===== config.mk =====
export PLATFORM = sky130hd
export DESIGN_NAME = scl_phase_gen
export DESIGN_NICKNAME = d
export VERILOG_FILES = /design/src/rtl/scl_gen_pkg.sv /design/src/rtl/scl_count_cfg.sv /design/src/rtl/scl_prescale.sv /design/src/rtl/scl_phase_fsm.sv /design/src/rtl/scl_phase_gen.sv
export SDC_FILE = /design/constraint.sdc
export NUM_CORES = 1
export LEC_CHECK = 0
export BUFFER_PORTS_ARGS = -buffer_cell sky130_fd_sc_hd__buf_2
export CAP_MARGIN = 20
export CORE_ASPECT_RATIO = 1.75
export CORE_MARGIN = 1.5
export CORE_UTILIZATION = 45
export DETAILED_ROUTE_END_ITERATION = 10
export GPL_TIMING_DRIVEN = 0
export HOLD_SLACK_MARGIN = 0.1
export PLACE_DENSITY = 0.65
export SLEW_MARGIN = 10
export SYNTH_ARGS = -nofsm -noshare
export SYNTH_HDL_FRONTEND = slang
export SYNTH_SLANG_ARGS = --single-unit

===== constraint.sdc =====
create_clock -name clk -period 4.5 [get_ports clk]
set_input_delay 0.675 -clock clk [delete_from_list [all_inputs] [get_ports clk]]
set_output_delay 0.675 -clock clk [all_outputs]
set_load 0.005 [all_outputs]

===== src/rtl/scl_gen_pkg.sv =====
package scl_gen_pkg;
  typedef enum logic [1:0] {
    PH_IDLE   = 2'd0,
    PH_LOW    = 2'd1,
    PH_WAITHI = 2'd2,
    PH_HIGH   = 2'd3
  } phase_e;
endpackage


===== src/rtl/scl_count_cfg.sv =====
module scl_count_cfg #(
  parameter int LSB_W   = 8,
  parameter bit EXT_BIT = 1'b1,
  localparam int CW     = LSB_W + 1
) (
  input  logic [LSB_W-1:0] low_lsb,
  input  logic [LSB_W-1:0] high_lsb,
  input  logic             low_msb,
  input  logic             high_msb,
  output logic [CW-1:0]    low_n,
  output logic [CW-1:0]    high_n
);
  logic [CW-1:0] low_raw, high_raw;

  generate
    if (EXT_BIT) begin : g_wide
      assign low_raw  = {low_msb, low_lsb};
      assign high_raw = {high_msb, high_lsb};
    end else begin : g_narrow
      logic unused_msb;
      assign unused_msb = low_msb ^ high_msb;
      assign low_raw  = {1'b0, low_lsb};
      assign high_raw = {1'b0, high_lsb};
    end
  endgenerate

  // a zero count is stretched to a single tick
  assign low_n  = (low_raw  == '0) ? CW'(1) : low_raw;
  assign high_n = (high_raw == '0) ? CW'(1) : high_raw;
endmodule


===== src/rtl/scl_prescale.sv =====
module scl_prescale (
  input  logic clk,
  input  logic rst_n,
  input  logic clr,
  input  logic div2,
  output logic tick
);
  logic half_q;

  always_ff @(posedge clk or negedge rst_n) begin
    if (!rst_n)      half_q <= 1'b0;
    else if (clr)    half_q <= 1'b0;
    else if (div2)   half_q <= ~half_q;
    else             half_q <= 1'b0;
  end

  assign tick = div2 ? half_q : 1'b1;

  // the halved count clock never ticks on back-to-back cycles
  assert_half_rate_R7: assert property (@(posedge clk) disable iff (!rst_n)
    (div2 && tick) |=> (!tick || !div2));
endmodule


===== src/rtl/scl_phase_fsm.sv =====
module scl_phase_fsm
  import scl_gen_pkg::*;
#(
  parameter int CW = 9
) (
  input  logic          clk,
  input  logic          rst_n,
  input  logic          run,
  input  logic          start,
  input  logic          scl_in,
  input  logic [CW-1:0] low_n,
  input  logic [CW-1:0] high_n,
  input  logic          tick,
  output logic          pre_clr,
  output phase_e        phase,
  output logic          update_stb,
  output logic          sample_stb
);
  phase_e        st, st_nx;
  logic [CW-1:0] cnt, cnt_nx, tgt, tgt_nx;
  logic [CW:0]   cnt_p1, mid;
  logic          last;

  assign cnt_p1 = {1'b0, cnt} + 1'b1;
  assign mid    = ({1'b0, tgt} + 1'b1) >> 1;
  assign last   = tick && (cnt_p1 == {1'b0, tgt});

  always_comb begin
    st_nx  = st;
    cnt_nx = cnt;
    tgt_nx = tgt;
    if (!run) begin
      st_nx = PH_IDLE;
    end else begin
      unique case (st)
        PH_IDLE: if (start) begin
          st_nx = PH_LOW; tgt_nx = low_n; cnt_nx = '0;
        end
        PH_LOW: begin
          if (last)      st_nx = PH_WAITHI;
          else if (tick) cnt_nx = cnt_p1[CW-1:0];
        end
        PH_WAITHI: if (scl_in) begin
          st_nx = PH_HIGH; tgt_nx = high_n; cnt_nx = '0;
        end
        PH_HIGH: begin
          if (last) begin
            st_nx = PH_LOW; tgt_nx = low_n; cnt_nx = '0;
          end else if (tick) cnt_nx = cnt_p1[CW-1:0];
        end
        default: st_nx = PH_IDLE;
      endcase
    end
  end

  always_ff @(posedge clk or negedge rst_n) begin
    if (!rst_n) begin
      st  <= PH_IDLE;
      cnt <= '0;
      tgt <= CW'(1);
    end else begin
      st  <= st_nx;
      cnt <= cnt_nx;
      tgt <= tgt_nx;
    end
  end

  assign pre_clr    = (st_nx != st) || !(st == PH_LOW || st == PH_HIGH);
  assign phase      = st;
  assign update_stb = (st == PH_LOW) && last;
  assign sample_stb = (st == PH_HIGH) && tick && (cnt_p1 == mid);

  // counting of the high phase only follows a high reading of the line
  assert_high_after_sense_R4: assert property (@(posedge clk) disable iff (!rst_n)
    (st == PH_HIGH && $past(st) == PH_WAITHI) |-> $past(scl_in));
  // the running count stays below its captured target
  assert_count_bound_R3: assert property (@(posedge clk) disable iff (!rst_n)
    (st == PH_LOW || st == PH_HIGH) |-> (cnt < tgt));
  // loss of run forces idle on the next cycle
  assert_abort_idle_R10: assert property (@(posedge clk) disable iff (!rst_n)
    !run |=> (st == PH_IDLE));
  // idle persists without a start request
  assert_start_gate_R2: assert property (@(posedge clk) disable iff (!rst_n)
    (st == PH_IDLE && !start) |=> (st == PH_IDLE));
  // the update strobe hands over to the wait-for-line phase
  assert_update_handoff_R8: assert property (@(posedge clk) disable iff (!rst_n)
    (update_stb && run) |=> (st == PH_WAITHI));
endmodule


===== src/rtl/scl_phase_gen.sv =====
module scl_phase_gen
  import scl_gen_pkg::*;
#(
  parameter int LSB_W   = 8,
  parameter bit EXT_BIT = 1'b1
) (
  input  logic             clk,
  input  logic             rst_n,
  input  logic             run_i,
  input  logic             start_i,
  input  logic [LSB_W-1:0] low_cnt_i,
  input  logic [LSB_W-1:0] high_cnt_i,
  input  logic             low_bit8_i,
  input  logic             high_bit8_i,
  input  logic             div2_i,
  input  logic             scl_sense_i,
  output logic             scl_pull_o,
  output logic             sda_update_o,
  output logic             sda_sample_o
);
  localparam int CW = LSB_W + 1;

  logic [CW-1:0] low_n, high_n;
  logic          tick, pre_clr;
  phase_e        phase;

  scl_count_cfg #(.LSB_W(LSB_W), .EXT_BIT(EXT_BIT)) u_cfg (
    .low_lsb  (low_cnt_i),
    .high_lsb (high_cnt_i),
    .low_msb  (low_bit8_i),
    .high_msb (high_bit8_i),
    .low_n    (low_n),
    .high_n   (high_n)
  );

  scl_prescale u_pre (
    .clk   (clk),
    .rst_n (rst_n),
    .clr   (pre_clr),
    .div2  (div2_i),
    .tick  (tick)
  );

  scl_phase_fsm #(.CW(CW)) u_fsm (
    .clk        (clk),
    .rst_n      (rst_n),
    .run        (run_i),
    .start      (start_i),
    .scl_in     (scl_sense_i),
    .low_n      (low_n),
    .high_n     (high_n),
    .tick       (tick),
    .pre_clr    (pre_clr),
    .phase      (phase),
    .update_stb (sda_update_o),
    .sample_stb (sda_sample_o)
  );

  assign scl_pull_o = (phase == PH_LOW);

  // sampling happens only while the line is released
  assert_sample_released_R9: assert property (@(posedge clk) disable iff (!rst_n)
    sda_sample_o |-> !scl_pull_o);
  // without the ninth bit both counts fit in the low byte
  assert_narrow_range_R5: assert property (@(posedge clk) disable iff (!rst_n)
    !EXT_BIT |-> (low_n[CW-1] == 1'b0 && high_n[CW-1] == 1'b0));
endmodule


**Word-level counts from Yosys, hierarchy flattened**

Cells that the tools add are included.

- Mux-type cells: 21
- $add $sub $neg: 2
- Reductions and logical operators: 13
- Bitwise operators: 1
- Equal/unequal tests: 10

Operators by type and width:

| kind | count |
|---|---|
| $mux W9 | 10 |
| $pmux W9 S4 | 1 |
| $pmux W9 S3 | 1 |
| $add A9 B1 Y10 const B | 2 |
| $eq A10 B9 Y1 | 2 |
| $logic_not A9 Y1 | 2 |
| $mux W2 | 5 |
| $pmux W2 S4 | 1 |
| $ne A2 B2 Y1 const B | 3 |
| $reduce_and A5 Y1 | 1 |
| $eq A2 B2 Y1 const B | 2 |
| $logic_and A1 B1 Y1 | 4 |
| $reduce_and A4 Y1 | 1 |
| $mux W1 | 3 |
| $reduce_bool A3 Y1 | 1 |
| $eq A2 B1 Y1 const B | 1 |
| $logic_not A2 Y1 | 1 |
| $logic_or A1 B1 Y1 | 2 |
| $ne A2 B1 Y1 const B | 1 |
| $ne A2 B2 Y1 | 1 |
| $logic_not A1 Y1 | 1 |
| $not A1 Y1 | 1 |

- Output and inout port bits: 3
- Bits in registers: 21
- Input port bits: 24

**Depth between registers and ports, before layout**

- Word-level depth: 9
- Gate-level depth with buffers: 9
- Mapped depth without buffers: 8

**Cells and area by module**

A second synthesis with hierarchy kept.

- Cell total of the unflattened synthesis: 223
- Area, all modules: 1,943.1 µm²

Modules (own cells, without submodules):

| module | seq. area each (µm²) | cells each | times used | area each (µm²) |
|---|---|---|---|---|
| scl_phase_fsm | 501.7 | 197 | 1 | 1,785.5 |
| scl_count_cfg | 0.0 | 22 | 1 | 100.1 |
| scl_prescale | 25.0 | 3 | 1 | 43.8 |
| scl_phase_gen | 0.0 | 1 | 1 | 13.8 |

**Least setup slack after synthesis**

No wires, ideal clock.

- Path type: input port to output port
- From: input port div2_i
- To: output port sda_update_o
- Arrival time: 2.042 ns
- Stages: 7
- Required time: 3.825 ns
- Path buffers: 1
- Path slack: 1.783 ns
- Path through: nor2b_1 -> clkbuf_1 -> a2111oi_2 -> nand4b_1 -> nor4_4 -> nand2_2 -> nor2_1

- Longest elaborated chain between the ends: 3

RTL lines:

| item | line | RTL |
|---|---|---|
| start, declared | scl_phase_gen.sv:15 | `input logic div2_i,` |
| $mux W1 | scl_prescale.sv:17 | `assign tick = div2 ? half_q : 1'b1;` |
| $logic_and A1 B1 Y1 | scl_phase_fsm.sv:26 | `assign last = tick && (cnt_p1 == {1'b0, tgt});` |
| $logic_and A1 B1 Y1 | scl_phase_fsm.sv:70 | `assign update_stb = (st == PH_LOW) && last;` |
| end, declared | scl_phase_gen.sv:18 | `output logic sda_update_o,` |

Every way passes these cells.

**Final worst setup path**

- From: register u_fsm.cnt[1]
- To: output port sda_update_o

- Longest elaborated chain between the ends: 4

RTL lines:

| item | line | RTL |
|---|---|---|
| start, declared | scl_phase_fsm.sv:20 | `logic [CW-1:0] cnt, cnt_nx, tgt, tgt_nx;` |
| start signal, assigned | scl_phase_fsm.sv:63 | `cnt <= cnt_nx;` |
| $add A9 B1 Y10 | scl_phase_fsm.sv:24 | `assign cnt_p1 = {1'b0, cnt} + 1'b1;` |
| $eq A10 B9 Y1 | scl_phase_fsm.sv:26 |  |
| $logic_and A1 B1 Y1 | scl_phase_fsm.sv:26 |  |
| $logic_and A1 B1 Y1 | scl_phase_fsm.sv:70 |  |

Every way passes these cells.

==> impl_metrics.env <==
export IMPL_mostFrequentLayoutCells="buf_2, dfrtp_1, xnor2_1, mux2_2, nand2_1"
export IMPL_ys_seq_elements=21
export IMPL_dr_pass1_iters=4
export IMPL_core_um2=3830
export IMPL_clk_insertion_delay_late_ps=260
export IMPL_syn_num_nets=216
export IMPL_drc=0
export IMPL_grt_pass1_vias=1514
export IMPL_io_pins=27
export IMPL_rsz0062_at_grt="false"
export IMPL_reg2reg_from="u_fsm.cnt[1]$_DFFE_PN0P_"
export IMPL_ir_worst_vdd_mv=0.235
export IMPL_hold_class="input pin to async pin"
export IMPL_io_buffers=26
export IMPL_startpoint_type="flop"
export IMPL_synthCells=190
export IMPL_antenna_found_initial=0
export IMPL_fp_dieH_um=86.4
export IMPL_clkTransAtPathRegs_ps=80
export IMPL_clock_tree_htree_level_count=1
export IMPL_totalWireLength_mm=3.93
export IMPL_cts_hold_buf=0
export IMPL_overflow=0
export IMPL_drive_above_1_share=0.264
export IMPL_hpwlAfterDp_mm=3.10
export IMPL_wl_per_cell_um=14.7
export IMPL_powerDensity_nw_per_um2=280
export IMPL_critPathRequiredTime_ps=3830
export IMPL_crit_type="flop to primary output"
export IMPL_fmax_mhz=304
export IMPL_synth_compound_area_frac=0.162
export IMPL_synth_fa_ha_area_frac=0.0140
export IMPL_r2r_cells=8
export IMPL_reg2reg_slack_ps=1510
export IMPL_die_area_um2=4370
export IMPL_grt_start_max_net_pins=22
export IMPL_synth_area_top_cells="dfrtp_1, mux2_2, xnor2_1, mux2i_1, xor2_1"
export IMPL_crit_fanout=6
export IMPL_period_minus_slack_ps=3290
export IMPL_syn_avg_cell_area_um2=9.40
export IMPL_ctsResizeCount=0
export IMPL_synth_top_cell_by_area="dfrtp_1"
export IMPL_muxShareOfSynthArea=0.134
export IMPL_slew_violations=0
export IMPL_power_leakage_nw=0.886
export IMPL_seq_area_frac_synth=0.295
export IMPL_vias_per_cell=5.56
export IMPL_rows=30
export IMPL_hold_viol=0
export IMPL_cts_tree="yes"
export IMPL_max_clock_path_buffers=2
export IMPL_syn_to_final_growth_pct=13.2
export IMPL_synthSimpleGateAreaFrac=0.200
export IMPL_grt_usage=0.204
export IMPL_synthXorXnorAreaFrac=0.146
export IMPL_netlist_area_um2=1790
export IMPL_finClkSkew_ps=2.26
export IMPL_cts_made_buffers=3
export IMPL_cts_sinks=21
export IMPL_finalSetupTns_ps=0
export IMPL_drtAntennaViolNets=0
export IMPL_nNetsFinal=247
export IMPL_num_antenna_cells=0
export IMPL_dr_total_vias=1490
export IMPL_synth_main_ff_cell="dfrtp_1"
export IMPL_gp_congestion=0.868
export IMPL_clockRootBuffer="clkbuf_8"
export IMPL_r2r_end="u_fsm.cnt[0]$_DFFE_PN0P_"
export IMPL_start_util=0.467
export IMPL_maxSlewHeadroom=0.271
export IMPL_die_x_um=50.6
export IMPL_final_common_cell="buf_2"
export IMPL_yosysWarnings=0
export IMPL_instances_no_fill=268
export IMPL_synthArstFlopShare=1.00
export IMPL_arrival_ps=2620
export IMPL_synth_edf_count=0
export IMPL_total_power_mw=0.566
export IMPL_postCtsSetupRepairBufs=0
export IMPL_synth_top_family_by_area="simple AND/OR/NAND/NOR gates"
export IMPL_yosys_cell_types_count=50
export IMPL_crit_path_end_kind="primary output"
export IMPL_status="finished clean"
export IMPL_maxCapViolCount=0
export IMPL_placedCellCount=264
export IMPL_yosysTopAreaCellShare=0.280
export IMPL_fin_crit_sh=0.731
export IMPL_worst_pin_slew_ps=1090
export IMPL_setup_viol=0
export IMPL_grt_pass1_wl_mm=6.73
export IMPL_drt_iter0_markers=35
[power breakdown]
group / internal [mW] / switching (mW) / leakage [nW]
clock network: 0.0632 / 0.0636 / 0.0228
logic: 0.106 / 0.0942 / 0.594
registers: 0.212 / 0.0274 / 0.269
total: 0.380 / 0.185 / 0.886
[cell type report]
cell class              count  area, um2
inverters                   7       26.3
repair buffers             26        130
well taps                  48       60.1
clock buffers               4       45.0
fillers                   394       1810
multi-input cells         150       1170
plain buffers              12       61.3
flip-flops and latches     21        527
[through the flow]
| stage | util | worst slack, ps | hold slack (ps) | cell area (um2) |
|---|---|---|---|---|
| after floorplan | - | 1780 | 379 | 1790 |
| after CTS | 0.528 | 1170 | 382 | 2020 |
| after global routing | 0.528 | 998 | 398 | 2020 |
| after global placement | 0.516 | 1410 | 578 | 1980 |
| after detailed placement | 0.516 | 1400 | 584 | 1980 |
| final | 0.528 | 1210 | 367 | 2020 |
[worst max-delay path by stage]
stage | startpoint | endpoint | slack, ps | cells past startpoint
2_1_floorplan | div2_i | sda_update_o | 1780 | 7
3_3_place_gp | div2_i | sda_update_o | 1410 | 9
3_5_place_dp | div2_i | sda_update_o | 1400 | 9
4_1_cts | u_fsm.cnt[1]$_DFFE_PN0P_ | sda_update_o | 1170 | 8
5_1_grt | u_fsm.cnt[1]$_DFFE_PN0P_ | sda_update_o | 1000 | 9
6_report | u_fsm.cnt[1]$_DFFE_PN0P_ | sda_update_o | 1210 | 8
[cells by family after synthesis]
logic type,Yosys count
muxes,22
xor gates and xnor gates,25
DFF,21
buffers and inverters,19
and+or+nand+nor,64
adders and majority gates,2
AOI/OAI and AO/OA,37
[sequential cells by signal (all words and copies together) (netlist names)]
signal        flops
u_fsm.tgt         9
u_pre.half_q      1
u_fsm.phase       2
u_fsm.cnt         9
[synthesized netlist by cell type, types with 2 or more instances]
cell type  count
o21ai_0        5
clkbuf_1       4
o211ai_1       2
o2bb2ai_1      2
a21oi_1        6
buf_4          3
a31oi_1        5
nand2b_1       3
nand2_1       11
buf_2          3
xnor2_1       15
nor3_1         5
nand4_1        3
ha_1           2
a22o_1         3
a41oi_1        2
mux2_2        14
dfrtp_1       20
nand3_1        5
mux2i_1        7
xnor3_1        2
nor4_1         5
xor2_1         7
and3_1         8
nor2b_1        7
nor2_1        10
inv_1          7
and2_1         2
[worst max-delay path, cell delays in order (launching register included)]
cell,delay [ps]
dfrtp_1,450
ha_1,360
xor2_1,170
a2111oi_2,340
nand4b_1,190
nor4_4,410
nand2_2,150
nor2_1,150
buf_2,140
[routing by layer]
layer | wire length (um) | GRT usage
met1 | 1570 | 0.220
met2 | 2190 | 0.383
met3 | 71 | 0.0172
met4 | 99 | 0.103
met5 | 0 | 0
No activity file was read; power rests on OpenSTA's default activity.
